<file path="src/rtl/pit_pkg.sv">
package pit_pkg;

  parameter int unsigned PIT_CNT_W = 32;

  // Per-cycle decisions made by the control unit
  typedef struct packed {
    logic load;   // load counter from reload value
    logic step;   // counter advances this cycle
    logic tick;   // zero crossing that raises a request
  } pit_ctl_t;

endpackage

</file>
<file path="src/rtl/pit_intv_reg.sv">
module pit_intv_reg
  import pit_pkg::*;
#(
  parameter int unsigned W = PIT_CNT_W
) (
  input  logic         clk,
  input  logic         rst_n,
  input  logic         ld,
  input  logic [W-1:0] wdata,
  output logic [W-1:0] reload
);

  localparam logic [W-1:0] MAX_RELOAD = {W{1'b1}};

  logic [W-1:0] intv_q;
  logic [W-1:0] intv_d;

  always_comb begin
    intv_d = wdata;
  end

  always_ff @(posedge clk or negedge rst_n) begin
    if (!rst_n) begin
      intv_q <= '0;
    end else if (ld) begin
      intv_q <= intv_d;
    end
  end

  // A zero interval maps to the longest period
  always_comb begin
    if (intv_q == '0) reload = MAX_RELOAD;
    else              reload = intv_q;
  end

endmodule

</file>
<file path="src/rtl/pit_ctl.sv">
module pit_ctl
  import pit_pkg::*;
(
  input  logic     clk,
  input  logic     rst_n,
  input  logic     cmd_en,
  input  logic     cmd_dis,
  input  logic     cnt_zero,
  output logic     run,
  output pit_ctl_t ctl
);

  logic run_q;
  logic run_d;
  logic run_ce;

  // Stop dominates start
  always_comb begin
    run_d  = run_q;
    run_ce = cmd_en | cmd_dis;
    if (cmd_dis)     run_d = 1'b0;
    else if (cmd_en) run_d = 1'b1;
  end

  always_ff @(posedge clk or negedge rst_n) begin
    if (!rst_n) begin
      run_q <= 1'b0;
    end else if (run_ce) begin
      run_q <= run_d;
    end
  end

  always_comb begin
    ctl.load = cmd_en & ~cmd_dis;
    ctl.step = run_q & ~cmd_en & ~cmd_dis;
    ctl.tick = run_q & ~cmd_en & ~cmd_dis & cnt_zero;
  end

  assign run = run_q;

endmodule

</file>
<file path="src/rtl/pit_down_cnt.sv">
module pit_down_cnt
  import pit_pkg::*;
#(
  parameter int unsigned W = PIT_CNT_W
) (
  input  logic         clk,
  input  logic         rst_n,
  input  pit_ctl_t     ctl,
  input  logic [W-1:0] reload,
  output logic [W-1:0] cnt,
  output logic         zero
);

  logic [W-1:0] cnt_q;
  logic [W-1:0] cnt_d;
  logic         cnt_ce;

  always_comb begin
    cnt_ce = ctl.load | ctl.step;
    cnt_d  = cnt_q;
    if (ctl.load) begin
      cnt_d = reload;
    end else if (ctl.step) begin
      if (cnt_q == '0) cnt_d = reload;
      else             cnt_d = cnt_q - {{(W-1){1'b0}}, 1'b1};
    end
  end

  always_ff @(posedge clk or negedge rst_n) begin
    if (!rst_n) begin
      cnt_q <= '0;
    end else if (cnt_ce) begin
      cnt_q <= cnt_d;
    end
  end

  assign cnt  = cnt_q;
  assign zero = (cnt_q == '0);

endmodule

</file>
<file path="src/rtl/pit_pend.sv">
module pit_pend (
  input  logic clk,
  input  logic rst_n,
  input  logic tick,
  input  logic clr,
  output logic pend
);

  logic pend_q;
  logic pend_d;
  logic pend_ce;

  // Set has priority over acknowledge
  always_comb begin
    pend_ce = tick | clr;
    pend_d  = pend_q;
    if (tick)     pend_d = 1'b1;
    else if (clr) pend_d = 1'b0;
  end

  always_ff @(posedge clk or negedge rst_n) begin
    if (!rst_n) begin
      pend_q <= 1'b0;
    end else if (pend_ce) begin
      pend_q <= pend_d;
    end
  end

  assign pend = pend_q;

endmodule

</file>
<file path="src/rtl/pit_clk_irq.sv">
module pit_clk_irq
  import pit_pkg::*;
#(
  parameter int unsigned W = PIT_CNT_W
) (
  input  logic         clk,
  input  logic         rst_n,
  input  logic         intv_ld,
  input  logic [W-1:0] intv_wdata,
  input  logic         cmd_en,
  input  logic         cmd_dis,
  input  logic         cmd_clr,
  output logic         irq_pend,
  output logic [W-1:0] cnt_val
);

  logic [W-1:0] reload_val;
  logic         cnt_zero;
  logic         run_q;
  pit_ctl_t     ctl;

  pit_intv_reg #(.W(W)) u_intv (
    .clk    (clk),
    .rst_n  (rst_n),
    .ld     (intv_ld),
    .wdata  (intv_wdata),
    .reload (reload_val)
  );

  pit_ctl u_ctl (
    .clk      (clk),
    .rst_n    (rst_n),
    .cmd_en   (cmd_en),
    .cmd_dis  (cmd_dis),
    .cnt_zero (cnt_zero),
    .run      (run_q),
    .ctl      (ctl)
  );

  pit_down_cnt #(.W(W)) u_cnt (
    .clk    (clk),
    .rst_n  (rst_n),
    .ctl    (ctl),
    .reload (reload_val),
    .cnt    (cnt_val),
    .zero   (cnt_zero)
  );

  pit_pend u_pend (
    .clk   (clk),
    .rst_n (rst_n),
    .tick  (ctl.tick),
    .clr   (cmd_clr),
    .pend  (irq_pend)
  );

endmodule

</file>
<file path="config.mk">
export PLATFORM = sky130hd
export DESIGN_NAME = pit_clk_irq
export DESIGN_NICKNAME = d
export VERILOG_FILES = /design/src/rtl/pit_pkg.sv /design/src/rtl/pit_intv_reg.sv /design/src/rtl/pit_ctl.sv /design/src/rtl/pit_down_cnt.sv /design/src/rtl/pit_pend.sv /design/src/rtl/pit_clk_irq.sv
export SDC_FILE = /design/constraint.sdc
export NUM_CORES = 1
export LEC_CHECK = 0
export BUFFER_PORTS_ARGS = -buffer_cell sky130_fd_sc_hd__buf_4
export CORE_MARGIN = 5
export CORE_UTILIZATION = 56
export CTS_CLUSTER_DIAMETER = 30
export DETAILED_ROUTE_END_ITERATION = 12
export PLACE_DENSITY = 0.85
export SLEW_MARGIN = 40
export SYNTH_ARGS = -nofsm -noshare
export SYNTH_HDL_FRONTEND = slang
export SYNTH_HIERARCHICAL = 1
export SYNTH_SLANG_ARGS = --single-unit
</file>
<file path="constraint.sdc">
create_clock -name clk -period 3.2 [get_ports clk]
set_input_delay 0.32 -clock clk [delete_from_list [all_inputs] [get_ports clk]]
set_output_delay 0.32 -clock clk [all_outputs]
set_load 0.01 [all_outputs]
</file>
## Word level (Yosys, flattened, before mapping)

Index checks and enable logic that the tools add are counted.

- Register bits: 66
- Input bits: 38
- Output and inout bits: 33
- Word-level logic and storage cells: 30

- Add/sub/neg operators: 1
- Muxes and demuxes: 8
- Bitwise logic cells: 9
- Reductions and logical operators: 8

Operators with widths:

| kind | count |
|---|---|
| two-way mux 32 bit | 4 |
| logical NOT 32 bit | 2 |
| subtractor 32 x 1 -> 32 bit, second input constant | 1 |
| AND reduction 2 bit | 3 |
| nonzero test 2 bit | 3 |
| bitwise AND 1 bit | 4 |
| two-way mux 1 bit | 4 |
| OR 1 bit | 3 |
| inverter 1 bit | 2 |

## Depth between registers and ports, before layout

Gate-level depths: netlist of the first run.

- Depth in word-level cells: 6
- Gate-level depth with buffers: 10
- Mapped depth without buffers: 8

## Hierarchy

The synthesis of the first run kept the hierarchy.

Modules (own cells, without submodules):

| module | instances | cells each | area each (µm²) | seq. area each (µm²) |
|---|---|---|---|---|
| pit_down_cnt | 1 | 253 | 2202.1 | 800.8 |
| pit_intv_reg | 1 | 116 | 1650.3 | 800.8 |
| pit_ctl | 1 | 5 | 61.3 | 25.0 |
| pit_pend | 1 | 3 | 36.3 | 25.0 |

## Worst setup path after synthesis of the first run

No wires, ideal clock.

- Path type: register -> register
- Start: register u_cnt.cnt_q[0] (netlist: u_cnt/cnt[0])
- End: register u_cnt.cnt_q[28] (netlist: u_cnt/cnt[28])
- Library setup time: 126 ps
- Data arrival time: 2209 ps
- Required time: 3074 ps
- Slack: 865 ps
- Stages on the path, launching flop included: 8
- Buffers on the path: 0
- Clock period less this slack: 2335 ps
- Path through: dfrtp_1 inv_1 ha_1 nor4b_1 nor4b_2 nand2_1 o311a_1 a221o_1

- Longest elaborated chain between the ends: 4
- Elaborated cells between the ends (all ways): 5
- Those cells by class: add/sub (1); mux (3); reduce/logical (1)

Ends and longest elaborated chain:

| element | RTL line | RTL |
|---|---|---|
| start: declaration | pit_down_cnt.sv:14 | `logic [W-1:0] cnt_q;` |
| start signal: assignment | pit_down_cnt.sv:33 | `cnt_q <= cnt_d;` |
| subtractor 32 x 1 -> 32 bit or logical NOT 32 bit (tied branches) | pit_down_cnt.sv:25, pit_down_cnt.sv:24 |  |
| two-way mux 32 bit * | pit_down_cnt.sv:24 | `if (cnt_q == '0) cnt_d = reload;` |
| two-way mux 32 bit * | pit_down_cnt.sv:23 | `end else if (ctl.step) begin` |
| two-way mux 32 bit * | pit_down_cnt.sv:21 | `if (ctl.load) begin` |

Every way passes the cells marked *; elsewhere a longest branch is shown, timed or not. The select of a mux whose other input is x is not followed.
A chain may end at the register's enable or synchronous reset.

## Worst setup path in the final report of the first run

Same ends and word-level chain as after synthesis.

==> results of run 1 <==
## flip-flops by register name, summed over array words and instances, names as in the netlist
signal	count
u_ctl/run	1
u_cnt/cnt	32
u_intv/intv_q	32
u_pend/pend	1
## critical path, cell delays in order, from the launching register on
cell	delay [ps]
dfrtp_1	410
inv_1	110
ha_1	250
nor4b_1	490
nor4b_2	540
nand2_1	150
o311a_1	350
a221o_1	260
## stage by stage
stage / cells / hold WS [ps]
after global routing: 545 / 6.009
after CTS: 545 / 94.04
after detailed placement: 529 / 469.6
after global placement: 529 / 462.8
final: 545 / -53.90
after floorplan: 377 / 24.41
## Yosys cell counts, types with 2 or more instances
cell type,count,area [µm²]
or2_2,2,12.51
a21oi_1,7,35.03
a221o_1,2,20.02
o21bai_1,2,15.01
inv_1,11,41.29
or4_4,2,22.52
and3_1,3,18.77
and2_1,4,25.02
nor4b_1,2,17.52
a32o_1,2,20.02
a311oi_1,2,17.52
o32a_1,2,20.02
mux2_2,24,270.3
nor4_1,17,106.4
nand2_1,24,90.09
buf_6,4,45.04
clkbuf_1,10,37.54
a31o_2,3,26.28
a32oi_1,3,26.28
or3_1,3,18.77
nand3_1,7,35.03
or4_1,2,15.01
nor3_1,10,50.05
ha_1,2,25.02
nor3b_1,2,15.01
mux2_1,9,101.4
buf_2,9,45.04
a31oi_1,7,43.79
nor2b_1,2,12.51
o21a_1,2,15.01
o211ai_1,5,37.54
dfrtp_1,66,1652
nor4_2,2,25.02
nand4b_1,4,35.03
and4_1,2,17.52
nor2_1,24,90.09
o21bai_2,30,337.8
o22a_1,3,26.28
a311o_1,3,30.03
o311ai_0,2,17.52
nand4_1,9,56.30
a41o_1,2,20.02
o21ai_0,16,80.08
## how the worst max path moves through the flow
stage / start / end / cells past startpoint
floorplan: u_cnt/cnt[0]$_DFFE_PN0P_ / u_cnt/cnt[28]$_DFFE_PN0P_ / 7
detailed placement: u_cnt/cnt[0]$_DFFE_PN0P_ / u_cnt/cnt[28]$_DFFE_PN0P_ / 7
global route: u_cnt/cnt[0]$_DFFE_PN0P_ / u_cnt/cnt[28]$_DFFE_PN0P_ / 7
finish: u_cnt/cnt[0]$_DFFE_PN0P_ / u_cnt/cnt[28]$_DFFE_PN0P_ / 7
global placement: u_cnt/cnt[26]$_DFFE_PN0P_ / u_cnt/cnt[25]$_DFFE_PN0P_ / 5
CTS: u_cnt/cnt[0]$_DFFE_PN0P_ / u_cnt/cnt[28]$_DFFE_PN0P_ / 7
## per-layer routing
| layer | vias up | track usage | wire length [µm] |
|---|---|---|---|
| met5 | - | 0 | 0 |
| met4 | 0 | 0.1167 | 362 |
| met3 | 46 | 0.04567 | 1082 |
| met2 | 227 | 0.4033 | 5170 |
| met1 | 1732 | 0.3599 | 4465 |
| li1 | 1586 | - | - |
## cell type report
class | instances | area, µm² | share of cell area
Clock buffer | 12 | 155.1 | 0.03277
Clock inverter | 4 | 26.28 | 0.005550
Inverter | 12 | 46.29 | 0.009778
Multi-Input combinational cell | 275 | 2131 | 0.4501
Sequential cell | 66 | 1652 | 0.3488
Tap cell | 96 | 120.1 | 0.02537
Timing Repair Buffer | 80 | 604.3 | 0.1276
## power breakdown
part / switching, mW / total, mW / internal [mW]
Combinational: 0.250 / 0.534 / 0.285
Clock: 0.342 / 0.665 / 0.323
Sequential: 0.138 / 1.08 / 0.939
## logic make-up (layout without fill, tap and decap cells)
logic type	after synthesis	count (layout)	synth area share
buffers and inverters	36	108	0.04593
muxes	34	34	0.09661
and+or+nand+nor	130	130	0.1954
AOI/OAI and AO/OA	109	109	0.2376
adders and majority gates	2	2	0.006334
DFF	66	66	0.4181
==> flow_summary.toml, run 1 <==
[pwr]
ir_worst_vdd_mv = 0.3287
fin_total_pwr_mw = 2.276
powerDensity_nw_per_um2 = 480.6
p_leak_nw = 1.945

[setup_path]
worstSetupEndpointType = "flip-flop"
cp_max_fo = 6
worstSetupPathType = "flip-flop to flip-flop"
ff2ff_setup_slack_ps = 520
cp.arrival_ps = 2910
reg2reg_from = "u_cnt/cnt[0]$_DFFE_PN0P_"
worst_r2r_path_depth = 7
cp_data_required_time_ps = 3440
setup.worst_path.start_class = "flip-flop"
worstReg2RegEnd = "u_cnt/cnt[28]$_DFFE_PN0P_"

[synth]
syn_area_per_cell_um2 = 10.48
synth-edff-count = 0
ys_types = 71
syn_area_um2 = 3950
synth_warnings = 6
synthCells = 377
async_reset_ff_frac = 1.000
synth_nets = 417
synth-seq-cells = 66
synthFlopType = "dfrtp_1"
seq_area_frac_synth = 0.4181

[route]
route.antenna.remaining_nets = 0
wl_per_cell_um = 20.33
drtIter0Drc = 590
wl_mm = 11.08
drc = 0
vias_per_cell = 6.589
vias = 3591
drtPass1Iterations = 5

[global_route]
antenna_found_initial = 0
grt_pass1_wl_mm = 17.97
overflow = 0
grt_use_total = 0.2617
grt_pass1_vias = 3474
grt_max_degree = 67

[timing]
setup_slack_ps = 522.8
worstMarginPinSlew_ps = 611.9
setup_tns_ps = 0
final_hold_viol_count = 60
grt_setup_unrepaired = "false"
setup_viol = 0
finClkSkew_ps = 8.695
hold_slack_ps = -53.90
drv_slew = 0
post-route-period-util = 0.8366
slew_headroom = 0.5921
max_freq_mhz = 373.5
period_minus_slack_ps = 2677

[floorplanning]
io_pins = 71
fp.coreArea_um2 = 6832
design.die.area_um2 = 8833
rows = 30
start_util = 0.5782
dieHeight_um = 93.99
die_w_um = 93.99

[clock_tree]
ctsRootBufferMaster = "clkbuf_8"
clk_path_buf_depth = 2
cts_resized = 0
cts.sinks = 66
postCtsSetupBuffers = 0
numCtsBuffers = 9
h-tree-depth = 3
path_clk_slew_ps = 80
cts_tree = "built"
ctsHoldBuffers = 0
insertion_delay_ps = 350

[place]
placed_area_um2 = 4549
gp_congestion = 0.9462
hpwl_mm = 7.579
pre_cts_ws_ps = 556.9
io_buffers = 70

[layout]
fillCellCount = 528
diodes = 0
final_core_util = 0.6930
drive_above_1_share = 0.3786
final_cell_mix = "buf_4 (79), dfrtp_1 (66), o21bai_2 (30)"
postLayoutCellArea_um2 = 4735
area_growth_pct = 19.86
final_common_cell = "buf_4"
nNetsFinal = 484

[status]
violations = "hold timing"
outcome = "complete, but fails checks"

[worst_hold_path]
hp-class = "primary input to async pin"

[job]
drv_cap = 0
(Power assumes the default switching activity.)
==> run 2: changes to the inputs <==
--- a/config.mk
+++ b/config.mk
@@ -7,10 +7,10 @@
 export LEC_CHECK = 0
 export BUFFER_PORTS_ARGS = -buffer_cell sky130_fd_sc_hd__buf_4
 export CORE_MARGIN = 5
-export CORE_UTILIZATION = 56
+export CORE_UTILIZATION = 51
 export CTS_CLUSTER_DIAMETER = 30
 export DETAILED_ROUTE_END_ITERATION = 12
-export PLACE_DENSITY = 0.85
+export PLACE_DENSITY = 0.82
 export SLEW_MARGIN = 40
 export SYNTH_ARGS = -nofsm -noshare
 export SYNTH_HDL_FRONTEND = slang
==> constraint.sdc (replaced) <==
create_clock -name clk -period 2.2 [get_ports clk]
set_input_delay 0.22 -clock clk [delete_from_list [all_inputs] [get_ports clk]]
set_output_delay 0.22 -clock clk [all_outputs]
set_load 0.01 [all_outputs]
==> run 2 against run 1 <==
Compared with the run above:
- the flow finishes with violations (setup timing)
- cell count is 9.4% higher
- flip-flop and latch count stayed put
- setup slack worse by 530 ps
==> flow_summary.toml, run 2 (synthesis gave the netlist of run 1 again) <==
[status]
outcome = "complete, but fails checks"
violations = "setup timing"

[place]
io_buffers = 70
placed_area_um2 = 4885
gp_congestion = 0.9593
pre_cts_ws_ps = -20.21
hpwl_mm = 8.546

[global_route]
grt_max_degree = 67
antenna_found_initial = 0
grt_use_total = 0.2573
grt_pass1_vias = 3723
overflow = 0
grt_pass1_wl_mm = 19.64

[setup_path]
worstSetupEndpointType = "flip-flop"
cp.arrival_ps = 2510
worstReg2RegEnd = "u_cnt/cnt[15]$_DFFE_PN0P_"
worst_r2r_path_depth = 8
cp_data_required_time_ps = 2510
cpPeakStageDelay_ps = 580
cp_max_fo = 10
ff2ff_setup_slack_ps = -9
path_buf_inv = 3
reg2reg_from = "u_cnt/cnt[24]$_DFFE_PN0P_"
critPathTopFamily = "simple AND/OR/NAND/NOR gates"
crit_chain = "or4_4 > nor4b_4 > buf_4 > buf_6 > a41o_4 > buf_8 > a32o_1 > a31o_2"
critPathSlowestCell = "or4_4"
worstSetupPathType = "flip-flop to flip-flop"
setup.worst_path.start_class = "flip-flop"

[route]
route.antenna.remaining_nets = 0
drtIter0Drc = 424
drtPass1Iterations = 5
vias_per_cell = 6.262
drc = 0
wl_per_cell_um = 20.80
wl_mm = 12.40
vias = 3732

[timing]
max_freq_mhz = 452.8
finClkSkew_ps = 8.780
grt_setup_unrepaired = "true"
slew_headroom = 0.5505
drv_slew = 0
final_hold_viol_count = 0
period_minus_slack_ps = 2209
worstMarginPinSlew_ps = 673.5
setup_viol = 2
setup_slack_ps = -8.551
post-route-period-util = 1.004

[layout]
drive_above_1_share = 0.4777
final_core_util = 0.6980
multi_input_area_um2 = 2265
fillCellCount = 592
regArea_um2 = 1653
postLayoutCellArea_um2 = 5338
nNetsFinal = 529
diodes = 0
area_growth_pct = 35.13
final_cell_mix = "buf_4 (114), dfrtp_1 (65), o21bai_2 (30)"
final_common_cell = "buf_4"

[clock_tree]
ctsRootBufferMaster = "clkbuf_8"
clk_path_buf_depth = 2
cts_tree = "built"
numCtsBuffers = 9
cts.sinks = 66
insertion_delay_ps = 360
h-tree-depth = 3
path_clk_slew_ps = 80

[floorplanning]
dieHeight_um = 98.01
io_pins = 71
start_util = 0.5165
fp.coreArea_um2 = 7647
die_w_um = 98.01
design.die.area_um2 = 9605
rows = 32

[job]
drv_cap = 0

[pwr]
p_leak_nw = 2.233
powerDensity_nw_per_um2 = 716.0
ir_worst_vdd_mv = 0.5609
fin_total_pwr_mw = 3.822

[worst_hold_path]
hold_depth = 2
holdCritStartpoint = "intv_wdata[13]"
hp-class = "primary input to flip-flop"
whs_endpoint = "u_intv/intv_q[13]$_DFFE_PN0P_"
run 2: metal layers:
metal  part of all wire  GRT usage
met4              0.027     0.1278
met2               0.48     0.4042
met5                  0          0
met1               0.40     0.3294
met3              0.089    0.06643
run 2: stage by stage:
step	setup TNS [ps]	hold slack, ps	std cells
after global routing	-579.3	64.26	596
after floorplan	-496.0	-75.59	377
after global placement	0	365.2	574
after CTS	-12.80	67.68	592
final	-16.32	72.66	596
after detailed placement	-35.12	374.3	574
run 2: how the worst max path moves through the flow:
stage	startpoint	endpoint	slack, ps	cells after the start
3_3_place_gp	u_cnt/cnt[26]$_DFFE_PN0P_	u_cnt/cnt[25]$_DFFE_PN0P_	30	5
6_report	u_cnt/cnt[24]$_DFFE_PN0P_	u_cnt/cnt[15]$_DFFE_PN0P_	-9	8
4_1_cts	u_cnt/cnt[26]$_DFFE_PN0P_	u_cnt/cnt[15]$_DFFE_PN0P_	-10	8
2_1_floorplan	u_cnt/cnt[26]$_DFFE_PN0P_	u_cnt/cnt[25]$_DFFE_PN0P_	-80	6
5_1_grt	u_cnt/cnt[24]$_DFFE_PN0P_	u_cnt/cnt[11]$_DFFE_PN0P_	-70	7
3_5_place_dp	u_cnt/cnt[26]$_DFFE_PN0P_	u_cnt/cnt[25]$_DFFE_PN0P_	-20	5
run 2: power by group:
part | leakage, nW | switching [mW] | internal, mW
sequential | 0.775 | 0.167 | 1.37
combinational | 1.34 | 0.469 | 0.533
clock | 0.117 | 0.530 | 0.757
run 2: timing repair:
action / 4_1_cts / 5_1_grt
setup buffers: 1 / 3
endpoints found under the hold margin: 40 / 0
hold buffers: 1 / 0
resized for setup: 4 / 36
endpoints found under the setup margin: 4 / 29
cloned: 0 / 1
pin swaps: 2 / 9
run 2: layout make-up:
class,count,share of cell area
clock buffers,10,0.02391
clock inverters,6,0.02157
inverters,12,0.009376
multi-input cells,275,0.4243
flip-flops and latches,66,0.3097
well taps,102,0.02391
repair buffers,125,0.1873
==> run 3: changes to the inputs <==
--- a/config.mk
+++ b/config.mk
@@ -7,10 +7,10 @@
 export LEC_CHECK = 0
 export BUFFER_PORTS_ARGS = -buffer_cell sky130_fd_sc_hd__buf_4
 export CORE_MARGIN = 5
-export CORE_UTILIZATION = 51
+export CORE_UTILIZATION = 56
 export CTS_CLUSTER_DIAMETER = 30
 export DETAILED_ROUTE_END_ITERATION = 12
-export PLACE_DENSITY = 0.82
+export PLACE_DENSITY = 0.85
 export SLEW_MARGIN = 40
 export SYNTH_ARGS = -nofsm -noshare
 export SYNTH_HDL_FRONTEND = slang
==> constraint.sdc (replaced) <==
create_clock -name clk -period 2.3 [get_ports clk]
set_input_delay 0.23 -clock clk [delete_from_list [all_inputs] [get_ports clk]]
set_output_delay 0.23 -clock clk [all_outputs]
set_load 0.01 [all_outputs]
==> run 3 against run 2 <==
Compared with the run above:
- the run now ends clean
- wire length is 3.5% lower
- non-clock buffer count fell by 6
- fmax decreased by 3.4%
- hold slack better by 25 ps
- via count grew 1.3%
- design area down 3.3%
- combinational power fell by 10%
- die area down 8.0%
- flip-flop and latch count unchanged
- register-to-register slack improved by 20 ps
- clock skew decreased by 1.1 ps
- core utilization up 5.8 points
- critical path type unchanged
- highest routed layer unchanged
==> flow_summary.toml, run 3 (synthesis gave the netlist of run 1 again) <==
[setup_path]
cpPeakStageDelay_ps = 570
reg2reg_from = "u_cnt/cnt[27]$_DFFE_PN0P_"
path_buf_inv = 2
cp-endpoint = "u_cnt/cnt[17]$_DFFE_PN0P_"
ff2ff_setup_slack_ps = 10
crit_chain = "or4_4 > nor4b_4 > buf_6 > nand3_4 > buf_6 > a211o_1 > a21oi_1"
crit_top_cell = "buf_6"
critPathTopFamily = "simple AND/OR/NAND/NOR gates"
cp_data_required_time_ps = 2570
setup.worst_path.start_class = "flip-flop"
cp_max_fo = 8
worstSetupEndpointType = "flip-flop"
critical_path_depth = 7
worstReg2RegEnd = "u_cnt/cnt[17]$_DFFE_PN0P_"
worst_r2r_path_depth = 7
cp.arrival_ps = 2550
worstSetupPathType = "flip-flop to flip-flop"
critical_path.startpoint = "u_cnt/cnt[27]$_DFFE_PN0P_"
critPathSlowestCell = "or4_4"

[status]
outcome = "completed"

[route]
vias = 3781
vias_per_cell = 6.474
drtPass1Iterations = 6
wl_mm = 11.96
wl_per_cell_um = 20.48
drtIter0Drc = 470
drc = 0
route.antenna.remaining_nets = 0

[clock_tree]
cts.sinks = 66
clk_path_buf_depth = 2
cts_tree = "built"
numCtsBuffers = 9
h-tree-depth = 3
insertion_delay_ps = 350
ctsRootBufferMaster = "clkbuf_8"
path_clk_slew_ps = 80

[global_route]
grt_pass1_vias = 3547
antenna_found_initial = 0
grt_max_degree = 67
overflow = 0
grt_pass1_wl_mm = 18.60
grt_use_total = 0.2753

[timing]
finClkSkew_ps = 7.724
period_minus_slack_ps = 2287
worstMarginPinSlew_ps = 605.1
setup_viol = 0
drv_slew = 0
max_freq_mhz = 437.3
final_hold_viol_count = 0
post-route-period-util = 0.9943
slew_headroom = 0.5966

[place]
place_inst = 559
io_buffers = 70
gp_congestion = 0.9860
hpwl_mm = 8.223

[pwr]
powerDensity_nw_per_um2 = 668.4
p_leak_nw = 2.156
p_int_mw = 2.391
combPwrFrac = 0.260
ir_worst_vdd_mv = 0.4907
fin_total_pwr_mw = 3.452
switching_power_mw = 1.060
sequentialPowerShare = 0.425
p_clk_frac = 0.315
sw_frac_of_total = 0.3072

[layout]
nNetsFinal = 524
fin_cells = 584
drive_above_1_share = 0.4467
final_cell_mix = "buf_4 (110), dfrtp_1 (63), o21bai_2 (30)"
diodes = 0
area_growth_pct = 30.73
final_common_cell = "buf_4"

[floorplanning]
io_pins = 71
fp.coreArea_um2 = 6832
design.die.area_um2 = 8833
rows = 30
dieHeight_um = 93.99
start_util = 0.5782
die_w_um = 93.99

[job]
drv_cap = 0

[worst_hold_path]
hp-class = "primary input to flip-flop"
run 3: changes by cell type in the layout (fill, tap and decap cells not counted), sizes merged:
cell      change
clkbuf        -1
bufinv        -1
clkinv        -1
a31oi         +1
buf           -6
inv           +1
clkinvlp      +1
run 3: worst min path at each step:
stage	from	endpoint	cells past startpoint	slack, ps
final	intv_wdata[9]	u_intv/intv_q[9]$_DFFE_PN0P_	2	100
after global routing	intv_wdata[9]	u_intv/intv_q[9]$_DFFE_PN0P_	2	70
after CTS	rst_n	u_cnt/cnt[11]$_DFFE_PN0P_	1	10
after detailed placement	rst_n	u_cnt/cnt[5]$_DFFE_PN0P_	1	390
after global placement	rst_n	u_cnt/cnt[0]$_DFFE_PN0P_	1	380
after floorplan	rst_n	u_cnt/cnt[0]$_DFFE_PN0P_	0	-70
run 3: per-layer routing:
metal | track usage | wire [µm] | part of all wire | vias up
met1 | 0.3867 | 4969 | 0.42 | 1815
met4 | 0.1107 | 512 | 0.043 | 0
met5 | 0 | 0 | 0 | -
li1 | - | - | - | 1679
met3 | 0.04968 | 1134 | 0.095 | 56
met2 | 0.4199 | 5345 | 0.45 | 231
run 3: what timing repair did:
action                                  in CTS  in global routing
hold buffers                                 0                  1
endpoints found under the setup margin       0                 20
resized for setup                            0                 19
endpoints found under the hold margin        0                 66
setup buffers                                0                  7
run 3: final cells by class:
cell class | count | area, µm²
Tap cell | 96 | 120.1
Inverter | 12 | 50.05
Clock buffer | 9 | 123.9
Fill cell | 492 | 1668
Clock inverter | 6 | 92.59
Multi-Input combinational cell | 276 | 2193
Sequential cell | 66 | 1655
Timing Repair Buffer | 119 | 928.4
run 3: through the flow:
step / setup TNS, ps / utilization / hold WS [ps] / setup WS (ps) / cell area, µm²
after global routing: -95.90 / 0.7559 / 70.45 / -18.01 / 5164
after CTS: 0 / 0.7333 / 9.688 / 16.65 / 5010
after floorplan: 0 / - / -65.59 / 14.32 / 3965
final: 0 / 0.7559 / 98.05 / 13.08 / 5164
after global placement: 0 / 0.7016 / 379.6 / 135.8 / 4793
after detailed placement: 0 / 0.7016 / 385.8 / 48.39 / 4793
run 3: power groups by stage:
stage          sequential, mW  combinational (mW)  clock (mW)
2_1_floorplan            1.51               0.388           0
3_3_place_gp             1.47               0.842           0
3_5_place_dp             1.48               0.858           0
4_1_cts                  1.46               0.862        1.10
5_1_grt                  1.49               0.964        1.16
6_report                 1.47               0.896        1.09
